--- src/rtl/arb_pkg.sv ---
package arb_pkg;

  // Ranking mode selected by the 2-bit mode field
  typedef enum logic [1:0] {
    MODE_DYNAMIC   = 2'b00,
    MODE_CORE_LOW  = 2'b01,
    MODE_EQUAL     = 2'b10,
    MODE_CORE_HIGH = 2'b11
  } rank_mode_e;

  // Result of comparing the two sides
  typedef enum logic [1:0] {
    RANK_CORE = 2'b00,
    RANK_DMA  = 2'b01,
    RANK_TIE  = 2'b10
  } rank_out_e;

endpackage

--- src/rtl/arb_rank_cmp.sv ---
module arb_rank_cmp
  import arb_pkg::*;
#(
  parameter int PRIO_W = 2
) (
  input  logic [1:0]        mode,
  input  logic [PRIO_W-1:0] core_prio,
  input  logic [PRIO_W-1:0] dma_prio,
  output rank_out_e         rank
);

  rank_mode_e mode_e;
  assign mode_e = rank_mode_e'(mode);

  always_comb begin
    unique case (mode_e)
      MODE_CORE_LOW:  rank = RANK_DMA;
      MODE_EQUAL:     rank = RANK_TIE;
      MODE_CORE_HIGH: rank = RANK_CORE;
      default: begin
        if (core_prio > dma_prio)      rank = RANK_CORE;
        else if (core_prio < dma_prio) rank = RANK_DMA;
        else                           rank = RANK_TIE;
      end
    endcase
  end

endmodule

--- src/rtl/arb_prio_reg.sv ---
module arb_prio_reg #(
  parameter int PRIO_W = 2
) (
  input  logic              clk,
  input  logic              rst_n,
  input  logic              we,
  input  logic [PRIO_W-1:0] wdata,
  output logic [PRIO_W-1:0] prio
);

  localparam logic [PRIO_W-1:0] PRIO_TOP = '1;

  always_ff @(posedge clk) begin
    if (!rst_n)  prio <= PRIO_TOP;
    else if (we) prio <= wdata;
  end

endmodule

--- src/rtl/arb_rr_pick.sv ---
module arb_rr_pick #(
  parameter int N  = 4,
  localparam int IW = (N > 1) ? $clog2(N) : 1
) (
  input  logic [N-1:0]  mask,
  input  logic [IW-1:0] start,
  output logic          hit,
  output logic [IW-1:0] idx,
  output logic [N-1:0]  onehot
);

  always_comb begin
    hit = 1'b0;
    idx = '0;
    for (int k = 0; k < N; k++) begin
      int j;
      j = int'(start) + k;
      if (j >= N) j = j - N;
      if (!hit && mask[j]) begin
        hit = 1'b1;
        idx = IW'(j);
      end
    end
  end

  generate
    for (genvar g = 0; g < N; g++) begin : g_oh
      assign onehot[g] = hit && (idx == IW'(g));
    end
  endgenerate

endmodule

--- src/rtl/arb_rr_ptr.sv ---
module arb_rr_ptr #(
  parameter int N  = 4,
  localparam int IW = (N > 1) ? $clog2(N) : 1
) (
  input  logic          clk,
  input  logic          rst_n,
  input  logic          adv,
  input  logic [IW-1:0] granted,
  output logic [IW-1:0] ptr
);

  localparam logic [IW-1:0] LAST = IW'(N - 1);

  always_ff @(posedge clk) begin
    if (!rst_n) ptr <= '0;
    else if (adv) ptr <= (granted == LAST) ? '0 : granted + 1'b1;
  end

endmodule

--- src/rtl/ext_bus_arbiter.sv ---
module ext_bus_arbiter
  import arb_pkg::*;
#(
  parameter int N_CORE = 3,
  parameter int PRIO_W = 2
) (
  input  logic              clk,
  input  logic              rst_n,
  input  logic              bus_free,
  input  logic [N_CORE-1:0] core_req,
  input  logic              dma_req,
  input  logic [PRIO_W-1:0] dma_prio,
  input  logic [1:0]        mode,
  input  logic              cp_we,
  input  logic [PRIO_W-1:0] cp_wdata,
  output logic [N_CORE:0]   grant
);

  localparam int N  = N_CORE + 1;
  localparam int IW = $clog2(N);

  logic [PRIO_W-1:0] core_prio;
  rank_out_e         rank;
  logic [N-1:0]      elig;
  logic [IW-1:0]     ptr;
  logic              hit;
  logic [IW-1:0]     pick_idx;
  logic [N-1:0]      pick_oh;
  logic              slot_go;

  arb_prio_reg #(.PRIO_W(PRIO_W)) u_prio (
    .clk(clk), .rst_n(rst_n), .we(cp_we), .wdata(cp_wdata), .prio(core_prio)
  );

  arb_rank_cmp #(.PRIO_W(PRIO_W)) u_cmp (
    .mode(mode), .core_prio(core_prio), .dma_prio(dma_prio), .rank(rank)
  );

  // Eligible set: a lone side always competes; with both present the rank prunes
  always_comb begin
    elig = {dma_req, core_req};
    if (dma_req && (|core_req)) begin
      unique case (rank)
        RANK_CORE: elig = {1'b0, core_req};
        RANK_DMA:  elig = {1'b1, {N_CORE{1'b0}}};
        default:   elig = {dma_req, core_req};
      endcase
    end
  end

  arb_rr_pick #(.N(N)) u_pick (
    .mask(elig), .start(ptr), .hit(hit), .idx(pick_idx), .onehot(pick_oh)
  );

  assign slot_go = rst_n && bus_free && hit;
  assign grant   = slot_go ? pick_oh : '0;

  arb_rr_ptr #(.N(N)) u_ptr (
    .clk(clk), .rst_n(rst_n), .adv(slot_go), .granted(pick_idx), .ptr(ptr)
  );

endmodule

--- config.mk ---
export PLATFORM = sky130hd
export DESIGN_NAME = ext_bus_arbiter
export DESIGN_NICKNAME = d
export VERILOG_FILES = /design/src/rtl/arb_pkg.sv /design/src/rtl/arb_rank_cmp.sv /design/src/rtl/arb_prio_reg.sv /design/src/rtl/arb_rr_pick.sv /design/src/rtl/arb_rr_ptr.sv /design/src/rtl/ext_bus_arbiter.sv
export SDC_FILE = /design/constraint.sdc
export NUM_CORES = 1
export LEC_CHECK = 0
export BUFFER_PORTS_ARGS = -buffer_cell sky130_fd_sc_hd__buf_2
export CORE_AREA = 2 2 39 41
export CTS_BUF_LIST = sky130_fd_sc_hd__clkbuf_8
export CTS_CLUSTER_DIAMETER = 40
export DETAILED_ROUTE_END_ITERATION = 16
export DIE_AREA = 0 0 41 43
export PLACE_DENSITY = 0.59
export SYNTH_ARGS = -nofsm -noshare
export SYNTH_HDL_FRONTEND = slang
export SYNTH_SLANG_ARGS = --single-unit
--- constraint.sdc ---
create_clock -name clk -period 1.9 [get_ports clk]
set_input_delay 0.19 -clock clk [delete_from_list [all_inputs] [get_ports clk]]
set_output_delay 0.19 -clock clk [all_outputs]
set_load 0.005 [all_outputs]
==> run_results.csv <==
group,metric,value,unit
hold_path,hold_path_class,"primary input to flip-flop",
place,dp_slack,18.6,ps
status,outcome,"finished with violations",
layout,layout_commonest_cell,"buf_2",
worst_setup_path,critical_path.cell_chain,"ha_4, a21oi_2, o21bai_2, o21ai_4, a21oi_2, ha_2, and3_1, buf_2",
flow_run,maxCapViolCount,0,
routing,dr.pass1.iters,4,
synth,ys_types,27,
routing,vias,532,
layout,final_cells,103,
synth,synth_cells,59,
floorplanning,fp.dieW,41,um
sta,fin_crit_sh,106,%
sta,hold_violations,0,
synth,syn_avg_cell_area,7.70,sq um
worst_setup_path,cp_slowest_stage_delay,320,ps
place,place_area,574,sq um
routing,drt_iter0_drc,20,
routing,via_per_inst,5.17,
routing,drc_errors,0,
floorplanning,rows,14,
worst_setup_path,cp_common_cell,"a21oi_2",
clocking,insertion_delay,220,ps
routing,wl,1.17,mm
power_and_ir_drop,finalPower,458,uW
floorplanning,initial_core_util,32.8,%
sta,setup_ws,-120,ps
worst_setup_path,critPathCaptureType,"output pin",
worst_setup_path,cp_max_fo,2,
power_and_ir_drop,leakage,0.373,nW
clocking,root_buffer,"clkbuf_8",
sta,fin_worst_skew,4.14,ps
floorplanning,io_pins,18,
routing,antenna_left,0,
grt,met3_usage,7.85,%
sta,maxSlewViolCount,0,
worst_setup_path,cp-start-kind,"flip-flop",
worst_setup_path,arrival,1830,ps
clocking,cts_made_buffers,3,
synth,synth_seq_cells,4,
clocking,cts-htree-levels,1,
grt,grt-busiest-layer,"met2",
grt,grt_max_degree,8,
sta,slew_headroom,79.7,%
layout,area_growth_syn_to_layout,69.1,%
layout,diodes,0,
grt,met2_usage,25.0,%
layout,mostFrequentLayoutCells,"buf_2 (17), nand2_1 (8), buf_4 (8)",
sta,grt_setup_unrepaired,"yes",
clocking,cts_tree,"yes",
sta,finalSetupViolCount,4,
status,violations,"negative setup slack",
clocking,cts_buffer_depth,2,
power_and_ir_drop,powerDensity,596,nW/um^2
clocking,clock-sinks,4,
place,gp_congestion,0.753,
layout,final_nets,109,
layout,drive_gt1_share,59.8,%
synth,yosysWarnings,0,
synth,synth_nets,79,
clocking,cts.clk_slew.worst_paths,30,ps
synth,ys_seq_area_share,17.6,%
place,dpl.cell_count,94,
worst_setup_path,crit_slowest_cell,"dfxtp_2",
worst_setup_path,cp_data_required_time,1710,ps
power_and_ir_drop,ir_drop,475,uV
grt,grt_pass1_wl,1.85,mm
grt,met1_usage,17.3,%
clocking,hold_buffers,0,
worst_setup_path,critPathTopFamily,"compound AO/OA/AOI/OAI gates",
grt,track_usage,15.5,%
place,place.detailed.hpwl,799,um
layout,final_cell_area,768,sq um
floorplanning,die_h,43,um
grt,overflow,0,
routing,routedWlPerCell,11.3,um
floorplanning,dieArea,1760,sq um
worst_setup_path,criticalPathCategory,"flip-flop to output pin",
place,port_buffers,17,
sta,fmax,495,MHz
grt,grt_pass1_vias,472,
sta,tightest_slew,301,ps
grt,antenna_found_initial,0,
worst_setup_path,crit_buf_inv,1,
floorplanning,core,1380,sq um
synth,syn_area,454,sq um
sta,period_needed,2020,ps
-- final timing paths --
check                              startpoint                           to  slack (ps)  cells past startpoint
setup / recovery  u_prio.prio[1]$_SDFFE_PN1P_                     grant[1]        -120                      8
hold / removal                    cp_wdata[0]  u_prio.prio[0]$_SDFFE_PN1P_         180                      3
setup reg to reg  u_prio.prio[1]$_SDFFE_PN1P_    u_ptr.ptr[1]$_SDFFE_PN0P_         250                      8
hold reg to reg   u_prio.prio[1]$_SDFFE_PN1P_  u_prio.prio[1]$_SDFFE_PN1P_         500                      2
-- worst register-to-register path: cells and delay by family (launching register included) --
kind                     cells  cell delay [ps]
AO/OA/AOI/OAI                5              600
adder cells (fa/ha/maj)      2              550
flip-flops                   1              320
AND/OR/NAND/NOR              1               60
-- cell usage after synthesis (all sizes together) --
library cell / n / area (sq um)
a22oi: 1 / 7.51
or3: 1 / 11.3
nand3: 1 / 5.00
o21ai: 4 / 23.8
dfxtp: 4 / 80.1
inv: 7 / 26.3
o21ba: 1 / 10.0
a21boi: 1 / 18.8
nand2: 8 / 30.0
and2: 2 / 15.0
mux2i: 1 / 10.0
o21a: 1 / 7.51
ha: 6 / 75.1
o21bai: 1 / 7.51
nand2b: 2 / 12.5
nor2: 1 / 3.75
a21oi: 6 / 30.0
o2111ai: 2 / 17.5
a32oi: 1 / 8.76
a211oi: 1 / 7.51
o211ai: 1 / 7.51
nor2b: 1 / 6.26
and3: 4 / 25.0
a21o: 1 / 7.51
-- metal layers --
| metal | vias up | share of wire, % |
|---|---|---|
| met5 | - | 0 |
| met4 | 0 | 0 |
| met3 | 0 | 7.1 |
| met2 | 25 | 49 |
| met1 | 239 | 43 |
| li1 | 268 | - |
-- flip-flops by register name, summed over array words and instances (netlist names) --
register     cells
u_ptr.ptr        2
u_prio.prio      2
-- metrics by stage --
stage / setup TNS, ps / hold WS (ps) / util [%]
finish: -394 / 181 / 55.5
global route: -758 / 201 / 55.5
CTS: -390 / 183 / 52.6
detailed placement: 0 / 409 / 41.5
global placement: 0 / 402 / 41.5
floorplan: 0 / 252 / -
-- power by group --
part	switching, mW	internal, mW
Combinational	0.0845	0.0923
Sequential	0.0100	0.0934
Clock	0.0424	0.135
Total	0.137	0.321
-- cells by family after synthesis --
| group | count (synthesis) | share of synthesized area (%) |
|---|---|---|
| compound gates | 21 | 33.9 |
| simple gates | 20 | 24.0 |
| buf+inv | 7 | 5.79 |
| fa+ha+maj | 6 | 16.5 |
| flops | 4 | 17.6 |
| mux | 1 | 2.20 |
-- area by class of cell --
cell class	instances	area (sq um)
repair buffers	25	145
multi-input cells	48	449
fillers	132	616
inverters	7	28.8
clock buffers	3	41.3
well taps	16	20.0
flip-flops and latches	4	83.8
-- repair_timing --
action,4_1_cts,5_1_grt
pin swaps,11,2
setup endpoints to repair,4,4
buffers inserted,5,1
resized for setup,17,7
Power figures use the tool's default switching activity.
